### src/rtl/mem_disambig.sv
module mem_disambig #(
  parameter int DEPTH = 8,
  parameter int AW    = 16,
  localparam int IW   = (DEPTH > 1) ? $clog2(DEPTH) : 1
) (
  input  logic                clk,
  input  logic                rst_n,
  input  logic [IW-1:0]       rob_head,
  input  logic [DEPTH-1:0]    st_valid,
  input  logic [DEPTH-1:0]    st_known,
  input  logic [DEPTH*AW-1:0] st_addr,
  input  logic                st_commit,
  input  logic                ld_req,
  input  logic [IW-1:0]       ld_tag,
  input  logic [AW-1:0]       ld_addr,
  output logic                ld_grant,
  output logic                ld_conflict,
  output logic                mem_wr
);

  logic [IW-1:0]    ld_age;
  logic [DEPTH-1:0] blocker;

  assign ld_age = ld_tag - rob_head;

  for (genvar i = 0; i < DEPTH; i++) begin : g_entry
    logic [IW-1:0] age;
    logic          older;
    logic          hit;
    assign age   = IW'(i) - rob_head;
    assign older = age < ld_age;
    assign hit   = !st_known[i] || (st_addr[i*AW +: AW] == ld_addr);
    assign blocker[i] = st_valid[i] && older && hit;
  end

  assign ld_conflict = ld_req && (|blocker);
  assign mem_wr      = st_commit;
  assign ld_grant    = ld_req && !(|blocker) && !st_commit;

  AST_PORT_EXCL: assert property (@(posedge clk) disable iff (!rst_n)
    !(ld_grant && mem_wr));
  AST_GRANT_NEEDS_REQ: assert property (@(posedge clk) disable iff (!rst_n)
    ld_grant |-> ld_req);
  AST_CONFLICT_NEEDS_REQ: assert property (@(posedge clk) disable iff (!rst_n)
    ld_conflict |-> ld_req);
  AST_CONFLICT_BLOCKS: assert property (@(posedge clk) disable iff (!rst_n)
    ld_conflict |-> !ld_grant);
  AST_HEAD_NEVER_YOUNGER: assert property (@(posedge clk) disable iff (!rst_n)
    (ld_req && ld_tag == rob_head) |-> !ld_conflict);
  AST_COMMIT_AT_HEAD: assert property (@(posedge clk) disable iff (!rst_n)
    st_commit |-> (st_valid[rob_head] && st_known[rob_head]));

endmodule

### config.mk
export PLATFORM = sky130hd
export DESIGN_NAME = mem_disambig
export DESIGN_NICKNAME = d
export VERILOG_FILES = /design/src/rtl/mem_disambig.sv
export SDC_FILE = /design/constraint.sdc
export NUM_CORES = 1
export LEC_CHECK = 0
export BUFFER_PORTS_ARGS = -buffer_cell sky130_fd_sc_hd__buf_2
export CAP_MARGIN = 20
export CORE_AREA = 4 4 87 89
export DETAILED_ROUTE_END_ITERATION = 16
export DIE_AREA = 0 0 91 93
export PLACE_DENSITY = 0.74
export SYNTH_ARGS = -nofsm -noshare
export SYNTH_HDL_FRONTEND = slang
export SYNTH_SLANG_ARGS = --single-unit
export TNS_END_PERCENT = 30
### constraint.sdc
create_clock -name vclk -period 5.8
set_clock_uncertainty 0.05 [all_clocks]
set_input_delay 1.16 -clock vclk [all_inputs]
set_output_delay 1.16 -clock vclk [all_outputs]
set_load 0.02 [all_outputs]
# --- After elaboration in Yosys (flattened, before gate mapping) ---
# Cells that the tools add are included.
# W data, S select, Z words.
word_totals:
  reg_bits: 0
  romBits: 0
  latch_bits: 0
  output_inout_bits: 3
  input_bits: 170
  memories: 0
  mem_bits_rw: 0
classes:
  multipliers: 0
  magnitude_cmp: 8
  shift: 0
  muxes: 0
  n_eq_ne: 8
  n_div: 0
  addsub: 9
  n_reduce_logical: 38
  bitwise: 0
ops:
  columns: ["op", "count"]
  rows:
  - ["$eq A16 B16 Y1", 8]
  - ["$lt A3 B3 Y1", 8]
  - ["$logic_and A1 B1 Y1", 19]
  - ["$sub A3 B3 Y3 const A", 4]
  - ["$logic_not A1 Y1", 10]
  - ["$logic_or A1 B1 Y1", 8]
  - ["$reduce_or A8 Y1", 1]
  - ["$sub A1 B3 Y3 const A", 2]
  - ["$sub A2 B3 Y3 const A", 2]
  - ["$sub A3 B3 Y3", 1]

# --- Logic depth before layout (Yosys ltp) ---
# Gate-level depths: netlist (run 1).
logic_depth:
  word_depth: 8
  mapped_depth: 10
  depth_no_buf: 10

# --- Least setup slack after synthesis (run 1) ---
# Ideal clock, no wire load.
synth_path:
  path_type: "input to output"
  startpoint: "input ld_tag[0]"
  endpoint: "output ld_conflict"
  path_buffers: 0
  arrival_ns: 3.527
  slack_ns: 1.063
  path_stages: 9
  cell_sequence: "nand2b_1 -> fa_1 -> xor2_2 -> nor2_1 -> nor2_1 -> ha_1 -> nor2b_1 -> o41a_1 -> a31oi_1"
synth_via:
  elab_chain_cells: 6
  word_cells_on_any_way: 27
synth_rtl:
  columns: ["element", "line_no", "source"]
  rows:
  - ["from (decl)", "14", "input logic [IW-1:0] ld_tag,"]
  - ["$sub A3 B3 Y3 (*)", "24", "assign ld_age = ld_tag - rob_head;"]
  - ["$lt A3 B3 Y1", "31", "assign older = age < ld_age;"]
  - ["$logic_and A1 B1 Y1 (2 in series)", "33", "assign blocker[i] = st_valid[i] && older && hit;"]
  - ["$reduce_or A8 Y1 (*)", "36", "assign ld_conflict = ld_req && (|blocker);"]
  - ["$logic_and A1 B1 Y1 (*)", "36", null]
  - ["to (decl)", "17", "output logic ld_conflict,"]
# Every way passes the cells marked *; elsewhere a longest branch is shown, timed or not.

# --- Worst setup path in the final report (run 1) ---
layout_path:
  startpoint: "input ld_tag[0]"
  endpoint: "output ld_grant"
layout_via:
  elab_chain_cells: 8
  word_cells_on_any_way: 29
layout_rtl:
  columns: ["element", "line_no", "source"]
  rows:
  - ["$sub A3 B3 Y3 (*)", "24", null]
  - ["$lt A3 B3 Y1", "31", null]
  - ["$logic_and A1 B1 Y1 (2 in series)", "33", null]
  - ["$reduce_or A8 Y1 (*)", "38", "assign ld_grant = ld_req && !(|blocker) && !st_commit;"]
  - ["$logic_not A1 Y1 (*)", "38", null]
  - ["$logic_and A1 B1 Y1 (*) (2 in series)", "38", null]
  - ["to (decl)", "16", "output logic ld_grant,"]
# Marked as above.

==> results.cfg, run 1 <==
[cells_and_area]
seqCellArea_sq_um = 0
syn_to_final_growth_pct = 41.6
nClkBuffers = 0
diodes = 0
nFlopsAndLatches = 0
layout.nets = 582
drive_gt1_frac = 0.441

[synth]
synth_nets = 427
yosys-top-cells-area = xor2_1, xnor2_1, nor4_1, ha_1, nand4_1
synthDistinctLibCells = 34
synth_area_leader_cell = xor2_1
synth.avg_cell_area_sq_um = 8.03
netlist_area_sq_um = 1970
ys_warn_count = 0
synth_top_area_frac = 0.430
syn_inst = 246
synth_seq_area_share = 0

[timing]
finalSetupTns_ns = 0
slew_headroom = 0.681
period_needed_ns = 5.06
fin_crit_sh = 0.873
drv_slew = 0
hold_viol = 0
rsz0062_at_grt = no
finalSetupViolCount = 0
max_slew.worst_pin.slew_ns = 0.472
max_freq_mhz = 198
setup_ws_ns = 0.738

[global_routing]
first_global_vias = 2498
grt_start_max_net_pins = 10
antenna_found_initial = 0
grt.total_usage = 0.185
grt_pass1_wl_microns = 12400
grt_use_met1 = 0.222
grt-busiest-layer = met2
gr-total-overflow = 0
use_met3 = 0.0225
use_met2 = 0.357

[power_and_ir_drop]
peakVddDrop_uv = 33.9
leakagePower_nw = 1.40
powerDensity_nw_per_um2 = 81.0

[route]
wl_microns = 8190
dr_total_vias = 2359
drc = 0
via_per_inst = 4.92
drtIter0Drc = 68
ant_nets = 0
wl_per_cell_microns = 17.1
drt_pass1_iterations = 4

[worst_hold_path]
min_path_type = in -> out

[cts]
post_cts_buffers = 0
post_cts_resized = 0
cts_hold_buf = 0

[floorplan]
die_h_microns = 93
rows = 30
ios = 173
die_x_microns = 91
dieArea_sq_um = 8460
start_util = 0.292
core_sq_um = 6760

[placement]
place.gp.congestion = 0.843
hpwl_microns = 7120
dp_worst_setup_slack_ns = 0.745
io_buffers = 171

[critical_path]
cp-end-kind = primary output
arrival_ns = 3.85
cp_max_fo = 9
critical_path_required_ns = 4.59
cp-start-kind = input pin
crit_type = in -> out

[run]
cap_violations = 0

[outcome]
status = completed
==> layout by cell type (no fill, tap or decap), types with 2 or more instances in the layout <==
cell        n
buf_2     171
xor2_1     97
xnor2_1    33
nor4_1     25
nand4_1    13
ha_1       10
inv_1       7
a21oi_1     6
nand2_1     5
nor2_1      4
nand2b_1    4
a211oi_1    2
a21o_1      2
a221oi_1    2
o41a_1      2
==> cells in the mapped netlist <==
cell       count
nand2b_1       4
o21ai_0        1
a21o_1         2
nor2_1         4
nand4_1       13
nand2_1        5
a221oi_1       2
a211oi_1       2
a32oi_1        1
a21oi_1        6
o221a_2        1
ha_1          10
xnor2_2        1
o2111ai_1      1
o41a_1         2
fa_1           1
xor2_2         1
nor4_1        25
and4_1         1
a31oi_1        1
nand4_2        1
mux2i_1        1
nor2b_1        1
buf_6          6
buf_4          3
o21ai_1        1
clkbuf_1       1
inv_2          1
o41ai_1        1
and2_1         1
buf_2          8
xor2_1        97
inv_1          7
xnor2_1       33
==> final timing paths <==
kind / from / to / slack [ns] / depth (start not counted)
setup / recovery: ld_tag[0] / ld_grant / 0.74 / 11
hold / removal: st_commit / mem_wr / 2.51 / 2
==> power by group <==
group	switching (mW)	internal [mW]	total [mW]	leakage, nW
Combinational	0.115	0.111	0.226	1.40
Sequential	0	0	0	0
Clock	0	0	0	0
==> routing by layer <==
metal / vias to the layer above / share of wire / wire [microns]
li1: 1149 / - / -
met3: 10 / 0.076 / 623
met4: 0 / 0.014 / 116
met2: 118 / 0.52 / 4230
met1: 1082 / 0.39 / 3220
met5: - / 0 / 0
==> cell type report <==
| cell class | count | area (sq um) |
|---|---|---|
| fill | 689 | 3960 |
| inverter | 8 | 30.0 |
| multi-input combinational | 220 | 1810 |
| tap | 80 | 100 |
| timing repair buffer | 171 | 856 |
==> through the flow <==
step                 util  power (mW)  std cells  hold slack, ns  area, sq um
finish              0.414       0.226        479            2.51         2800
detailed placement  0.414       0.227        479            2.51         2800
floorplan               -       0.137        246            2.38         1970
global route        0.414       0.253        479            2.52         2800
CTS                 0.414       0.228        479            2.51         2800
global placement    0.414       0.220        479            2.51         2800
==> cells by family (layout without fill, tap and decap cells) <==
family,count (synthesis),count (layout),share of synthesized area
compound gates,21,21,0.0779
fa+ha+maj,11,11,0.0735
buf+inv,26,179,0.0830
simple gates,55,55,0.167
xor+xnor,132,132,0.593
mux,1,1,0.00507
==> worst max-delay path, cell delays in order <==
cell	delay (ns)
buf_2	0.11
nand2b_1	0.19
fa_1	0.42
xor2_2	0.34
nor2_1	0.10
nor2_1	0.31
ha_1	0.31
o221a_2	0.29
a32oi_1	0.23
and4_1	0.22
buf_2	0.16
(Power assumes the default switching activity.)
==> run 2, diff against run 1 <==
CORE_AREA = 4 4 73 75   (was 4 4 87 89)
DIE_AREA = 0 0 77 79   (was 0 0 91 93)
PLACE_DENSITY = 0.95   (was 0.74)
==> results.cfg, run 2 (same netlist as run 1, synthesis figures left out) <==
[outcome]
status = completed

[timing]
period_needed_ns = 5.17
max_slew.worst_pin.slew_ns = 0.522
slew_headroom = 0.649
rsz0062_at_grt = no
setup_ws_ns = 0.626
fin_crit_sh = 0.892
finalSetupViolCount = 0
hold_viol = 0
timing.hold.ws_ns = 2.51
max_freq_mhz = 193
drv_slew = 0
finalSetupTns_ns = 0

[route]
drc = 0
via_per_inst = 5.20
wl_microns = 7830
dr_total_vias = 2355
wl_per_cell_microns = 17.3
drt_pass1_iterations = 4
drtIter0Drc = 47
ant_nets = 0

[placement]
io_buffers = 171
dp.cells = 453
place.gp.congestion = 0.912
dpl_cell_area_sq_um = 2760
dp_worst_setup_slack_ns = 0.683
hpwl_microns = 6780

[critical_path]
arrival_ns = 3.96
critical_path_required_ns = 4.59
cp_max_fo = 9
crit_slowest_cell = nor4_1
crit_path_start = ld_tag[0]
path_delay_family = simple AND/OR/NAND/NOR gates
slowest_delay_ns = 0.46
cp-end-kind = primary output
cp-start-kind = input pin
crit_type = in -> out
cp.buffers_inverters = 2
path_cells = buf_2 > nand2b_1 > fa_1 > xor2_2 > nor2_1 > nor2_1 > ha_1 > nand2b_1 > a221oi_1 > nor4_1 > and4_1 > buf_2

[global_routing]
first_global_vias = 2413
antenna_found_initial = 0
gr-total-overflow = 0
grt_pass1_wl_microns = 11600
grt.total_usage = 0.240
grt_start_max_net_pins = 10

[worst_hold_path]
hold_start = st_commit
min_path_type = in -> out

[floorplan]
ios = 173
die_h_microns = 79
dieArea_sq_um = 6080
start_util = 0.424
core_sq_um = 4660
rows = 25
die_x_microns = 77

[cells_and_area]
seqCellArea_sq_um = 0
layout.nets = 582
syn_to_final_growth_pct = 40.0
diodes = 0
nFlopsAndLatches = 0
post-route-util = 0.593
drive_gt1_frac = 0.441
nClkBuffers = 0
postLayoutCellArea_sq_um = 2760
final_cell_mix = buf_2, xor2_1, xnor2_1
final_cell_count_no_fill = 453
final_common_cell = buf_2

[cts]
post_cts_resized = 0
cts_hold_buf = 0
post_cts_buffers = 0

[run]
cap_violations = 0

[power_and_ir_drop]
report.power.total_mw = 0.226
leakagePower_nw = 1.40
peakVddDrop_uv = 73.6
powerDensity_nw_per_um2 = 81.9
[run 2: cell counts in the layout (fill, tap and decap cells not counted)]
Identical to the previous run, type by type.
[run 2: power by group]
| part | switching [mW] | internal [mW] |
|---|---|---|
| clock | 0 | 0 |
| combinational | 0.115 | 0.111 |
| sequential | 0 | 0 |
| total | 0.115 | 0.111 |
[run 2: metal layers]
layer  GRT usage  vias up  part of all wire
met1       0.274     1070              0.37
li1            -     1148                 -
met5           0        -                 0
met2       0.456      122              0.51
met4      0.0694        0             0.026
met3      0.0385       15             0.092
[run 2: layout make-up]
cell class | instances | area [sq um]
Fill cell | 423 | 1900
Multi-Input combinational cell | 220 | 1810
Timing Repair Buffer | 171 | 856
Tap cell | 54 | 67.6
Inverter | 8 | 30.0
[run 2: worst paths after layout]
kind  endpoint  slack, ns  cells after the start
max   ld_grant       0.63                     12
min     mem_wr       2.51                      2
==> run 3, diff against run 2 <==
CORE_AREA = 5 5 54 104   (was 4 4 73 75)
DIE_AREA = 0 0 59 109   (was 0 0 77 79)
==> results.cfg, run 3 (same netlist as run 1, synthesis figures left out) <==
[outcome]
status = completed

[floorplan]
rows = 36
ios = 173
die_h_microns = 109
start_util = 0.414
core_sq_um = 4770
dieArea_sq_um = 6430
die_x_microns = 59

[critical_path]
crit_slowest_cell = fa_1
slowest_delay_ns = 0.47
cp.depth = 11
path_delay_family = adder cells
cp_max_fo = 9
crit_type = in -> out
cp.buffers_inverters = 3
arrival_ns = 3.86
cp-end-kind = primary output
cp-start-kind = input pin
critical_path_required_ns = 4.59
crit_end = ld_conflict
crit_path_start = rob_head[1]
path_cells = buf_2 > inv_1 > fa_1 > xor2_2 > nor2_1 > nor2_1 > ha_1 > nor2b_1 > o41a_1 > a31oi_1 > buf_2

[power_and_ir_drop]
swShare = 0.513
p_switching_mw = 0.118
clkPwrFrac = 0
leakagePower_nw = 1.40
powerDensity_nw_per_um2 = 82.8
power_frac_seq = 0
peakVddDrop_uv = 51.6
p_comb_frac = 1.000
internal_power_mw = 0.112

[route]
ant_nets = 0
dr_total_vias = 2421
drc = 0
via_per_inst = 5.31
drt_pass1_iterations = 6
drtIter0Drc = 106
wl_per_cell_microns = 18.5
wl_microns = 8420

[cts]
cts_hold_buf = 0
post_cts_buffers = 0
post_cts_resized = 0

[placement]
place.gp.congestion = 0.911
io_buffers = 171
hpwl_microns = 7180
dp.cells = 456
dp_worst_setup_slack_ns = 0.775
dpl_cell_area_sq_um = 2770

[cells_and_area]
post-route-util = 0.580
seqCellArea_sq_um = 0
nClkBuffers = 0
multiInputGateArea_sq_um = 1810
final_common_cell = buf_2
syn_to_final_growth_pct = 40.2
final_cell_mix = buf_2, xor2_1, xnor2_1
final_cell_count_no_fill = 456
postLayoutCellArea_sq_um = 2770
nFlopsAndLatches = 0
drive_gt1_frac = 0.441
diodes = 0
n_fill_cell = 461
layout.nets = 582

[global_routing]
use_met2 = 0.468
grt_start_max_net_pins = 10
grt_use_met1 = 0.269
antenna_found_initial = 0
use_met3 = 0.0367
first_global_vias = 2580
grt-busiest-layer = met2
grt.total_usage = 0.255
grt_pass1_wl_microns = 12200
gr-total-overflow = 0

[timing]
setup_ws_ns = 0.735
rsz0062_at_grt = no
max_slew.worst_pin.slew_ns = 0.553
fin_crit_sh = 0.873
finalSetupTns_ns = 0
period_needed_ns = 5.07
slew_headroom = 0.628
max_freq_mhz = 197
finalSetupViolCount = 0
drv_slew = 0
hold_viol = 0

[run]
cap_violations = 0

[worst_hold_path]
min_path_type = in -> out
-- run 3: cell counts in the layout (fill, tap and decap cells not counted) --
No cell type changed its count.
-- run 3: power by group through the flow --
stage	registers [mW]	logic, mW	clock network, mW
after floorplan	0	0.137	0
final	0	0.229	0
after global routing	0	0.252	0
after detailed placement	0	0.228	0
after CTS	0	0.229	0
after global placement	0	0.221	0
-- run 3: worst min-delay path by stage --
| stage | startpoint | end | slack [ns] | cells past startpoint |
|---|---|---|---|---|
| global route | st_commit | mem_wr | 2.53 | 2 |
| global placement | st_commit | mem_wr | 2.52 | 2 |
| finish | st_commit | mem_wr | 2.53 | 2 |
| CTS | st_commit | mem_wr | 2.53 | 2 |
| floorplan | st_commit | mem_wr | 2.38 | 1 |
| detailed placement | st_commit | mem_wr | 2.53 | 2 |
-- run 3: through the flow --
| stage | hold WS [ns] | power [mW] |
|---|---|---|
| 6_report | 2.53 | 0.229 |
| 2_1_floorplan | 2.38 | 0.137 |
| 5_1_grt | 2.53 | 0.252 |
| 3_3_place_gp | 2.52 | 0.221 |
| 4_1_cts | 2.53 | 0.229 |
| 3_5_place_dp | 2.53 | 0.228 |
-- run 3: final cells by class --
cell class,count,share of cell area
timing repair buffer,171,0.309
inverter,8,0.0108
tap,57,0.0258
multi-input combinational,220,0.654
-- run 3: metal layers --
layer,up-vias,wire [microns]
li1,1151,-
met1,1043,2960
met2,195,4060
met3,32,920
met4,0,478
met5,-,0
